===== config.mk =====
export PLATFORM = sky130hd
export DESIGN_NAME = issue_grouper
export DESIGN_NICKNAME = d
export VERILOG_FILES = /design/src/rtl/issue_pkg.sv /design/src/rtl/uop_fifo.sv /design/src/rtl/group_packer.sv /design/src/rtl/perf_counters.sv /design/src/rtl/issue_grouper.sv
export SDC_FILE = /design/constraint.sdc
export NUM_CORES = 1
export LEC_CHECK = 0
export ABC_AREA = 1
export BUFFER_PORTS_ARGS = -buffer_cell sky130_fd_sc_hd__buf_4
export CORE_MARGIN = 5
export CORE_UTILIZATION = 50
export DETAILED_ROUTE_END_ITERATION = 8
export PLACE_DENSITY = 0.66
export SETUP_SLACK_MARGIN = 0.1
export SYNTH_ARGS = -nofsm -noshare
export SYNTH_HDL_FRONTEND = slang
export SYNTH_HIERARCHICAL = 1
export SYNTH_SLANG_ARGS = --single-unit

===== constraint.sdc =====
create_clock -name clk -period 8 [get_ports clk]
set_input_delay 1.2 -clock clk [delete_from_list [all_inputs] [get_ports clk]]
set_output_delay 1.2 -clock clk [all_outputs]
set_load 0.03 [all_outputs]

===== src/rtl/issue_pkg.sv =====
`timescale 1ns/1ps
package issue_pkg;
  parameter int unsigned TAG_W = 8;

  // queue entry: fused flag plus tag
  typedef struct packed {
    logic             split;
    logic [TAG_W-1:0] tag;
  } q_entry_t;

  // one issue lane
  typedef struct packed {
    logic             vld;
    logic             half;
    logic [TAG_W-1:0] tag;
  } lane_t;
endpackage


===== src/rtl/uop_fifo.sv =====
`timescale 1ns/1ps
module uop_fifo
  import issue_pkg::*;
#(
  parameter int unsigned WIDTH = 4,
  parameter int unsigned DEPTH = 16
) (
  input  logic                         clk,
  input  logic                         rst_n,
  input  logic [$clog2(WIDTH+1)-1:0]   push_n,
  input  q_entry_t                     push_ent [WIDTH],
  input  logic [$clog2(WIDTH+1)-1:0]   pop_n,
  output q_entry_t                     head [WIDTH],
  output logic [WIDTH-1:0]             head_vld,
  output logic                         space_ok
);
  localparam int unsigned PW = $clog2(DEPTH);
  localparam int unsigned CW = $clog2(DEPTH+1);

  logic [PW-1:0] rd_q, wr_q;
  logic [CW-1:0] cnt_q;
  q_entry_t      mem_q [DEPTH];

  always_ff @(posedge clk) begin
    if (!rst_n) begin
      rd_q  <= '0;
      wr_q  <= '0;
      cnt_q <= '0;
    end else begin
      rd_q  <= rd_q + PW'(pop_n);
      wr_q  <= wr_q + PW'(push_n);
      cnt_q <= cnt_q + CW'(push_n) - CW'(pop_n);
    end
  end

  always_ff @(posedge clk) begin
    for (int k = 0; k < WIDTH; k++) begin
      if ($clog2(WIDTH+1)'(k) < push_n) mem_q[wr_q + PW'(k)] <= push_ent[k];
    end
  end

  always_comb begin
    for (int k = 0; k < WIDTH; k++) begin
      head[k]     = mem_q[rd_q + PW'(k)];
      head_vld[k] = (CW'(k) < cnt_q);
    end
  end

  assign space_ok = (cnt_q <= CW'(DEPTH - WIDTH));

  // the queue never holds more than its depth
  assert_no_overflow_R10: assert property (@(posedge clk) disable iff (!rst_n)
    (push_n != '0) |-> ((cnt_q + CW'(push_n)) <= CW'(DEPTH)));

  // pops only take entries that are present, in order from the head
  assert_pop_in_range_R4: assert property (@(posedge clk) disable iff (!rst_n)
    CW'(pop_n) <= cnt_q);
endmodule


===== src/rtl/group_packer.sv =====
`timescale 1ns/1ps
module group_packer
  import issue_pkg::*;
#(
  parameter int unsigned WIDTH = 4
) (
  input  q_entry_t                     head [WIDTH],
  input  logic [WIDTH-1:0]             head_vld,
  output lane_t                        lanes [WIDTH],
  output logic [$clog2(WIDTH+1)-1:0]   take_n
);
  localparam int unsigned NW = $clog2(WIDTH+1);
  localparam int unsigned UW = $clog2(WIDTH+3);

  always_comb begin
    logic [UW-1:0] used;
    logic          stop;
    used   = '0;
    stop   = 1'b0;
    take_n = '0;
    for (int j = 0; j < WIDTH; j++) lanes[j] = '0;
    // walk head entries in order; the first one that does not fit closes the group
    for (int k = 0; k < WIDTH; k++) begin
      if (!stop) begin
        if (!head_vld[k]) begin
          stop = 1'b1;
        end else if (head[k].split) begin
          if ((used + UW'(2)) <= UW'(WIDTH)) begin
            for (int j = 0; j < WIDTH; j++) begin
              if (UW'(j) == used) begin
                lanes[j].vld  = 1'b1;
                lanes[j].half = 1'b0;
                lanes[j].tag  = head[k].tag;
              end
              if (UW'(j) == (used + UW'(1))) begin
                lanes[j].vld  = 1'b1;
                lanes[j].half = 1'b1;
                lanes[j].tag  = head[k].tag;
              end
            end
            used   = used + UW'(2);
            take_n = take_n + NW'(1);
          end else begin
            stop = 1'b1;
          end
        end else begin
          if ((used + UW'(1)) <= UW'(WIDTH)) begin
            for (int j = 0; j < WIDTH; j++) begin
              if (UW'(j) == used) begin
                lanes[j].vld  = 1'b1;
                lanes[j].half = 1'b0;
                lanes[j].tag  = head[k].tag;
              end
            end
            used   = used + UW'(1);
            take_n = take_n + NW'(1);
          end else begin
            stop = 1'b1;
          end
        end
      end
    end
  end
endmodule


===== src/rtl/perf_counters.sv =====
`timescale 1ns/1ps
module perf_counters #(
  parameter int unsigned WIDTH = 4,
  parameter int unsigned CNT_W = 32
) (
  input  logic              clk,
  input  logic              rst_n,
  input  logic              fire,
  input  logic [WIDTH-1:0]  lane_vld,
  output logic [CNT_W-1:0]  cycles,
  output logic [CNT_W-1:0]  uops
);
  always_ff @(posedge clk) begin
    if (!rst_n) begin
      cycles <= '0;
      uops   <= '0;
    end else if (fire) begin
      cycles <= cycles + CNT_W'(1);
      uops   <= uops + CNT_W'($countones(lane_vld));
    end
  end

  // counters move only on an issue handshake
  assert_hold_idle_R8: assert property (@(posedge clk) disable iff (!rst_n)
    !fire |=> ($stable(cycles) && $stable(uops)));

  // an issuing cycle never adds more micro-ops than lanes
  assert_uop_step_R8: assert property (@(posedge clk) disable iff (!rst_n)
    fire |=> ((uops - $past(uops)) <= CNT_W'(WIDTH)) && ((uops - $past(uops)) != '0));
endmodule


===== src/rtl/issue_grouper.sv =====
`timescale 1ns/1ps
module issue_grouper
  import issue_pkg::*;
#(
  parameter int unsigned WIDTH = 4,
  parameter int unsigned DEPTH = 16,
  parameter int unsigned CNT_W = 32
) (
  input  logic                        clk,
  input  logic                        rst_n,
  input  logic                        in_valid,
  output logic                        in_ready,
  input  logic [$clog2(WIDTH+1)-1:0]  in_count,
  input  logic [WIDTH-1:0]            in_split,
  input  logic [WIDTH*TAG_W-1:0]      in_tag,
  output logic                        out_valid,
  input  logic                        out_ready,
  output logic [WIDTH-1:0]            out_lane_vld,
  output logic [WIDTH-1:0]            out_lane_half,
  output logic [WIDTH*TAG_W-1:0]      out_lane_tag,
  output logic [CNT_W-1:0]            perf_cycles,
  output logic [CNT_W-1:0]            perf_uops
);
  localparam int unsigned NW = $clog2(WIDTH+1);

  q_entry_t           in_ent   [WIDTH];
  q_entry_t           head     [WIDTH];
  logic [WIDTH-1:0]   head_vld;
  lane_t              nxt      [WIDTH];
  lane_t              cur_q    [WIDTH];
  logic [NW-1:0]      take_n;
  logic [NW-1:0]      push_n;
  logic [NW-1:0]      pop_n;
  logic               space_ok;
  logic               load;
  logic               fire;

  for (genvar g = 0; g < WIDTH; g++) begin : g_unpack
    assign in_ent[g].split     = in_split[g];
    assign in_ent[g].tag       = in_tag[g*TAG_W +: TAG_W];
    assign out_lane_vld[g]     = cur_q[g].vld;
    assign out_lane_half[g]    = cur_q[g].half;
    assign out_lane_tag[g*TAG_W +: TAG_W] = cur_q[g].tag;
  end

  assign in_ready  = space_ok;
  assign push_n    = (in_valid && space_ok) ? in_count : '0;
  assign out_valid = |out_lane_vld;
  assign load      = !out_valid || out_ready;
  assign pop_n     = load ? take_n : '0;
  assign fire      = out_valid && out_ready;

  uop_fifo #(.WIDTH(WIDTH), .DEPTH(DEPTH)) u_fifo (
    .clk      (clk),
    .rst_n    (rst_n),
    .push_n   (push_n),
    .push_ent (in_ent),
    .pop_n    (pop_n),
    .head     (head),
    .head_vld (head_vld),
    .space_ok (space_ok)
  );

  group_packer #(.WIDTH(WIDTH)) u_pack (
    .head     (head),
    .head_vld (head_vld),
    .lanes    (nxt),
    .take_n   (take_n)
  );

  always_ff @(posedge clk) begin
    if (!rst_n) begin
      for (int k = 0; k < WIDTH; k++) cur_q[k] <= '0;
    end else if (load) begin
      for (int k = 0; k < WIDTH; k++) cur_q[k] <= nxt[k];
    end
  end

  perf_counters #(.WIDTH(WIDTH), .CNT_W(CNT_W)) u_perf (
    .clk      (clk),
    .rst_n    (rst_n),
    .fire     (fire),
    .lane_vld (out_lane_vld),
    .cycles   (perf_cycles),
    .uops     (perf_uops)
  );

  // lanes fill from lane 0 with no gaps
  assert_packed_lanes_R5: assert property (@(posedge clk) disable iff (!rst_n)
    out_valid |-> ((out_lane_vld & WIDTH'(out_lane_vld + WIDTH'(1))) == '0));

  // a stalled group stays put
  assert_hold_group_R6: assert property (@(posedge clk) disable iff (!rst_n)
    (out_valid && !out_ready) |=> (out_valid && $stable(out_lane_vld)
      && $stable(out_lane_half) && $stable(out_lane_tag)));

  // lane 0 can never carry a second half
  assert_low_half_R2: assert property (@(posedge clk) disable iff (!rst_n)
    out_valid |-> !out_lane_half[0]);

  // a second half always sits right above its first half, in the same group
  for (genvar g = 1; g < WIDTH; g++) begin : g_pair_chk
    assert_pair_adjacent_R3: assert property (@(posedge clk) disable iff (!rst_n)
      (cur_q[g].vld && cur_q[g].half) |->
        (cur_q[g-1].vld && !cur_q[g-1].half && (cur_q[g-1].tag == cur_q[g].tag)));
  end
endmodule


Word-level counts from Yosys, hierarchy flattened
Memory sizes are Yosys's and may differ from the RTL's. A register that Yosys moved wholly into a read port is not among the register bits.
Index checks and enable logic that the tools add are counted.
{"block": "op_classes", "addsub": 24, "order_cmp": 15, "eq_ne": 18, "muxes": 98, "bitwise": 4, "n_reduce_logical": 11}
{"operator": "2-to-1 mux 40 bit", "n": 15}
{"operator": "2-to-1 mux 10 bit", "n": 29}
{"operator": "2-to-1 mux 3 bit", "n": 28}
{"operator": "adder 32 bit", "n": 2}
{"operator": "== test 2 x 3 -> 1 bit (first input constant)", "n": 12}
{"operator": "adder 32 x 1 -> 32 bit (second input constant)", "n": 1}
{"operator": "2-to-1 mux 1 bit", "n": 23}
{"operator": "2-to-1 mux 20 bit", "n": 1}
{"operator": "== test 1 x 3 -> 1 bit (first input constant)", "n": 6}
{"operator": "less-or-equal comparator 3 bit (second input constant)", "n": 6}
{"operator": "zero test 3 bit", "n": 6}
{"operator": "adder 4 x 2 -> 4 bit (second input constant)", "n": 4}
{"operator": "adder 3 x 1 -> 3 bit (second input constant)", "n": 5}
{"operator": "< comparator 1 x 5 -> 1 bit (first input constant)", "n": 2}
{"operator": "< comparator 2 x 5 -> 1 bit (first input constant)", "n": 2}
{"operator": "adder 3 x 2 -> 3 bit (second input constant)", "n": 3}
{"operator": "adder 4 x 1 -> 4 bit (second input constant)", "n": 2}
{"operator": "adder 4 x 3 -> 4 bit", "n": 2}
{"operator": "< comparator 1 x 3 -> 1 bit (first input constant)", "n": 2}
{"operator": "< comparator 2 x 3 -> 1 bit (first input constant)", "n": 2}
{"operator": "adder 5 x 3 -> 5 bit", "n": 1}
{"operator": "less-or-equal comparator 5 x 4 -> 1 bit (second input constant)", "n": 1}
{"operator": "subtractor 5 x 3 -> 5 bit", "n": 1}
{"operator": "adder 1 x 1 -> 2 bit", "n": 2}
{"operator": "other kinds (8)", "n": 12}
{"block": "totals", "register_bits": 77, "mem_bits_rw": 184, "output_inout_bits": 106, "wordCells": 177, "n_memories": 2}
{"memory": "u_fifo.mem_q", "words": 16, "width": 9, "rd": 4, "rd_ports_with_merged_regs": 1, "wr": 4, "line_no": "uop_fifo.sv:22", "text": "q_entry_t mem_q [DEPTH];"}
{"memory": "cur_q", "words": 4, "width": 10, "rd": 4, "rd_ports_with_merged_regs": 0, "wr": 4, "line_no": "issue_grouper.sv:30", "text": "lane_t cur_q [WIDTH];"}

Longest topological paths before layout
{"block": "logic_depth", "depth_word": 23, "mapped_depth": 46, "depth_no_buf": 43}

Cells and area by module
Netlist, hierarchy kept.
{"module": "uop_fifo", "instances": 1, "cells_per_inst": 2670, "area_per_inst_um2": 15859.0}
{"module": "perf_counters", "instances": 1, "cells_per_inst": 560, "area_per_inst_um2": 3656.0}
{"module": "group_packer", "instances": 1, "cells_per_inst": 532, "area_per_inst_um2": 2553.7}
{"module": "issue_grouper", "instances": 1, "cells_per_inst": 142, "area_per_inst_um2": 1667.8}

Worst setup path before layout
No wires, ideal clock.
{"block": "synth_path", "path_type": "reg2reg", "startpoint": "register u_fifo.rd_q[1]", "endpoint": "register u_fifo.cnt_q[4]", "setup_time_ns": 0.070, "arrival_time_ns": 6.815, "required_time_ns": 7.930, "slack_ns": 1.116, "stages_incl_launch_ff": 43, "synth_period_minus_slack_ns": 6.884, "cell_sequence": "dfxtp_1 -> clkbuf_1 -> inv_2 -> buf_1 -> ha_1 -> clkbuf_1 -> inv_2 -> buf_1 -> nand2_1 -> nand3_1 -> nand3_1 -> and2_1 -> buf_2 -> inv_1 -> nand3_1 -> nand2_1 -> nand2_1 -> inv_1 -> [... 7 more ...] -> nand3_1 -> o21ai_0 -> nand3_1 -> inv_1 -> ha_1 -> inv_1 -> nand2_1 -> nand2_1 -> nand2_2 -> nand2_1 -> nor2_1 -> a21oi_1 -> a21boi_0 -> fa_1 -> fa_1 -> o211ai_1 -> o21ai_0 -> a21oi_1"}
{"element": "start, declared", "line_no": "uop_fifo.sv:20", "text": "logic [PW-1:0] rd_q, wr_q;"}
{"element": "start signal, assigned", "line_no": "uop_fifo.sv:30", "text": "rd_q <= rd_q + PW'(pop_n);"}
{"element": "end signal, assigned", "line_no": "uop_fifo.sv:32", "text": "cnt_q <= cnt_q + CW'(push_n) - CW'(pop_n);"}
{"element": "end, declared", "line_no": "uop_fifo.sv:21", "text": "logic [CW-1:0] cnt_q;"}

Worst setup path after layout
{"block": "layout_path", "startpoint": "register u_fifo.rd_q[2]", "endpoint": "register u_fifo.cnt_q[4]"}
{"block": "layout_via", "elab_chain_cells": 19}
{"element": "adder 4 x 1 -> 4 bit", "line_no": "uop_fifo.sv:44", "text": "head[k] = mem_q[rd_q + PW'(k)];"}
{"element": "memory read (16 x 9 bit) *"}
{"element": "2-to-1 mux 3 bit", "line_no": "group_packer.sv:27", "text": "end else if (head[k].split) begin"}
{"element": "2-to-1 mux 3 bit", "line_no": "group_packer.sv:25", "text": "if (!head_vld[k]) begin"}
{"element": "2-to-1 mux 3 bit", "line_no": "group_packer.sv:24", "text": "if (!stop) begin"}
{"element": "adder 3 x 1 -> 3 bit / adder 3 x 2 -> 3 bit (equally long branches)"}
{"element": "less-or-equal comparator 3 bit (on tied branches)", "line_no": "group_packer.sv:47, group_packer.sv:28"}
{"element": "2-to-1 mux 3 bit (on tied branches)", "line_no": "group_packer.sv:47, group_packer.sv:28"}
{"element": "[... 5 more ...]"}
{"element": "2-to-1 mux 3 bit (on tied branches)", "line_no": "group_packer.sv:47, group_packer.sv:28"}
{"element": "2-to-1 mux 3 bit", "line_no": "group_packer.sv:27"}
{"element": "2-to-1 mux 3 bit", "line_no": "group_packer.sv:25"}
{"element": "2-to-1 mux 3 bit *", "line_no": "group_packer.sv:24"}
{"element": "via take_n[1]", "line_no": "issue_grouper.sv:31", "text": "logic [NW-1:0] take_n;"}
{"element": "2-to-1 mux 3 bit *", "line_no": "issue_grouper.sv:50", "text": "assign pop_n = load ? take_n : '0;"}
{"element": "via pop_n[1]", "line_no": "issue_grouper.sv:33", "text": "logic [NW-1:0] pop_n;"}
{"element": "subtractor 5 x 3 -> 5 bit *", "line_no": "uop_fifo.sv:32"}
The timed path passes the listed nets; every way through them passes the cells marked *.
A chain may end at the register's enable or synchronous reset.

==> results.tsv <==
stage	metric	value	unit
run_status	outcome	finished, final reports clean	
clocking	holdBufCountCts	0	
sta	hold_ws	0.481	ns
yosys	ys_ff_latch	261	
yosys	syn-cell-area	23700	sq um
clocking	clk_latency	0.60	ns
placement	dpl.hpwl	73300	microns
yosys	seq_area_frac_synth	0.298	
yosys	syn-num-nets	3990	
worst_setup_path	critPathMostFrequentCell	nand2_1	
yosys	syn_avg_cell_area	6.08	sq um
placement	place_congestion	1.06	
yosys	yosysWarnings	6	
worst_setup_path	critPathMaxFanout	11	
yosys	synthTopCellsByArea	nand2_1 (24%), edfxtp_1 (23%), nand3_1 (8.9%)	
yosys	synth_top_cell_by_area	nand2_1	
clocking	cts_made_buffers	30	
yosys	synth_ff_type	edfxtp_1	
layout	n_antenna_cell	0	
layout	fin_util	0.556	
yosys	synth-edff-count	184	
placement	dp_cells	4484	
clocking	h-tree-depth	1	
clocking	cts_sinks	261	
routing	drc_errors	0	
sta	max_slew_margin	0.347	
pwr	ir_drop	0.000269	V
pwr	p_int	4.55	mW
yosys	yosys.area.top_type_share	0.239	
sta	min_period	7.29	ns
worst_setup_path	critPathMaxStageDelay	0.60	ns
worst_setup_path	worstPathRequired	8.52	ns
routing	drt-met1-wl	38300	microns
sta	timing.final.crit_share	0.911	
pwr	swShare	0.552	
pwr	p_switching	5.60	mW
die	row_count	79	
sta	skew	0.0366	ns
global_route	antenna_found_initial	0	
global_route	grt_pass1_vias	23381	
global_route	grt_max_degree	66	
die	start_util	0.508	
placement	placed_area	24900	sq um
yosys	synthArstFlopShare	0	
pwr	p_leak	12.4	nW
yosys	yosysUniqueCellTypes	53	
layout	drive_gt1_frac	0.128	
sta	tns	0	ns
die	dieArea	51900	sq um
worst_setup_path	startpoint_type	register	
yosys	synth.top_cells.by_count	nand2_1 (1514), nand3_1 (423), inv_1 (342), nor2_1 (270), o21ai_0 (253)	
routing	wire_per_inst	21.2	microns
worst_setup_path	crit_path_top_delay_cell	dfxtp_1	
die	core	46800	sq um
global_route	grt_usage	0.350	
routing	first_pass_iters	7	
clocking	clk_pin_slew	0.06	ns
pwr	p_per_area	390	nW/um^2
routing	top_layer_used	met4	
routing	ant_nets	0	
worst_setup_path	endpoint_kind	register	
flow_run	cap_violations	0	
pwr	p_seq_frac	0.184	
routing	drt_iter0_drc	3527	
layout	area_growth	9.58	%
clocking	ctsRootBufferMaster	clkbuf_16	
die	die_h	228	microns
sta	rsz0062_at_grt	false	
sta	worst_pin_slew	0.978	ns
pwr	pwr-share-comb	0.672	
routing	wl_met2	41900	microns
layout	instances_no_fill	4539	
pwr	clkPwrFrac	0.143	
clocking	clockBufferDepth	3	
layout	fill_cells	4822	
routing	route.vias.total	26388	
routing	dr_wl_met3	10000	microns
sta	finalHoldViolCount	0	
worst_setup_path	worstSetupPathType	reg -> reg	
routing	wirelength	96200	microns
worst_setup_path	cp_data_arrival_time	7.81	ns
pwr	finalPower	10.2	mW
sta	timing.final.ws_setup	0.709	ns
global_route	grt_pass1_wl	143000	microns
die	ios	149	
hold_path	hold_path_class	reg -> reg	
placement	pre_cts_slack	0.489	ns
sta	drv_slew	0	
layout	num-nets-final	3995	
clocking	postCtsSetupBuffers	0	
yosys	syn_inst	3904	
sta	setup_viol	0	
routing	via_per_inst	5.81	
sta	fmax	137	MHz
global_route	grt_overflow	0	
placement	io_buffer_count	148	
die	die_w	228	microns
clocking	cts_tree	yes	
layout	final_area	26000	sq um
yosys	yosysMostFrequentCell	nand2_1	
-- power by group through the flow --
stage | combinational (mW) | sequential, mW | clock [mW]
2_1_floorplan | 4.58 | 2.01 | 0
3_3_place_gp | 6.64 | 1.89 | 0
3_5_place_dp | 6.62 | 1.90 | 0
4_1_cts | 6.66 | 1.87 | 1.48
5_1_grt | 7.49 | 1.89 | 1.53
6_report | 6.83 | 1.87 | 1.45
-- placed cells by master (no fill, tap or decap), drive strengths merged, types with 2 or more instances in the layout --
master / count
nand2: 1541
nand3b: 2
buf: 180
nor3: 17
a21oi: 106
or2: 128
o21ai: 266
o211ai: 71
inv: 375
a22oi: 2
a31oi: 7
nor3b: 2
o22ai: 14
o21a: 3
edfxtp: 184
clkbuf: 31
a21boi: 4
bufinv: 5
xor2: 9
nand4: 59
ha: 36
dfxtp: 77
nor2: 312
o21bai: 3
fa: 7
xnor2: 7
clkinv: 32
nand3: 441
and2: 3
clkinvlp: 5
-- layer usage --
metal  global-route usage  vias up
met3               0.0661      316
li1                     -    12594
met5                    0        -
met4                0.185        0
met2                0.547     1585
met1                0.462    11893
-- logic make-up (layout without fill, tap and decap cells) --
group,Yosys count,in the layout,synth area share
adder cells (fa/ha/maj),43,43,0.0249
buffers and inverters,600,628,0.101
AO/OA/AOI/OAI,478,478,0.112
flip-flops,261,261,0.298
XOR/XNOR,16,16,0.00622
AND/OR/NAND/NOR,2506,2506,0.458
-- timing repair --
item / CTS / global route
resized for setup: 0 / 3
endpoints found under the hold margin: 0 / 0
setup endpoints to repair: 0 / 3
-- worst max-delay path: cells and delay by family, from the launching register on --
kind                       cells  cell delay [ns]
and+or+nand+nor               17             2.24
adders and majority gates      6             1.95
AOI/OAI and AO/OA              7             1.33
buffers and inverters          7             1.09
DFF                            1             0.60
-- final timing paths --
kind,from,end,slack [ns],cells past startpoint
setup / recovery,u_fifo/rd_q[2],u_fifo/cnt_q[4],0.71,37
setup reg to reg,u_fifo/rd_q[2],u_fifo/cnt_q[4],0.71,37
hold reg to reg,u_perf/uops[8],u_perf/uops[8],0.48,2
hold / removal,u_perf/uops[8],u_perf/uops[8],0.48,2
-- flip-flops by register name, summed over array words and instances, names as in the netlist --
signal and cells:
u_fifo/cnt_q 5, cur_q 40, u_perf/cycles 32, u_fifo/wr_q 4
u_fifo/rd_q 4, u_perf/uops 32, u_fifo/mem_q 144
-- area by class of cell --
type	count	area (sq um)	share of cell area
Tap cell	607	759	0.0292
Timing Repair Buffer	180	1360	0.0521
Clock inverter	24	304	0.0117
Inverter	393	1480	0.0568
Clock buffer	31	754	0.0290
Multi-Input combinational cell	3043	14300	0.549
Sequential cell	261	7070	0.272
(Power assumes the default switching activity.)
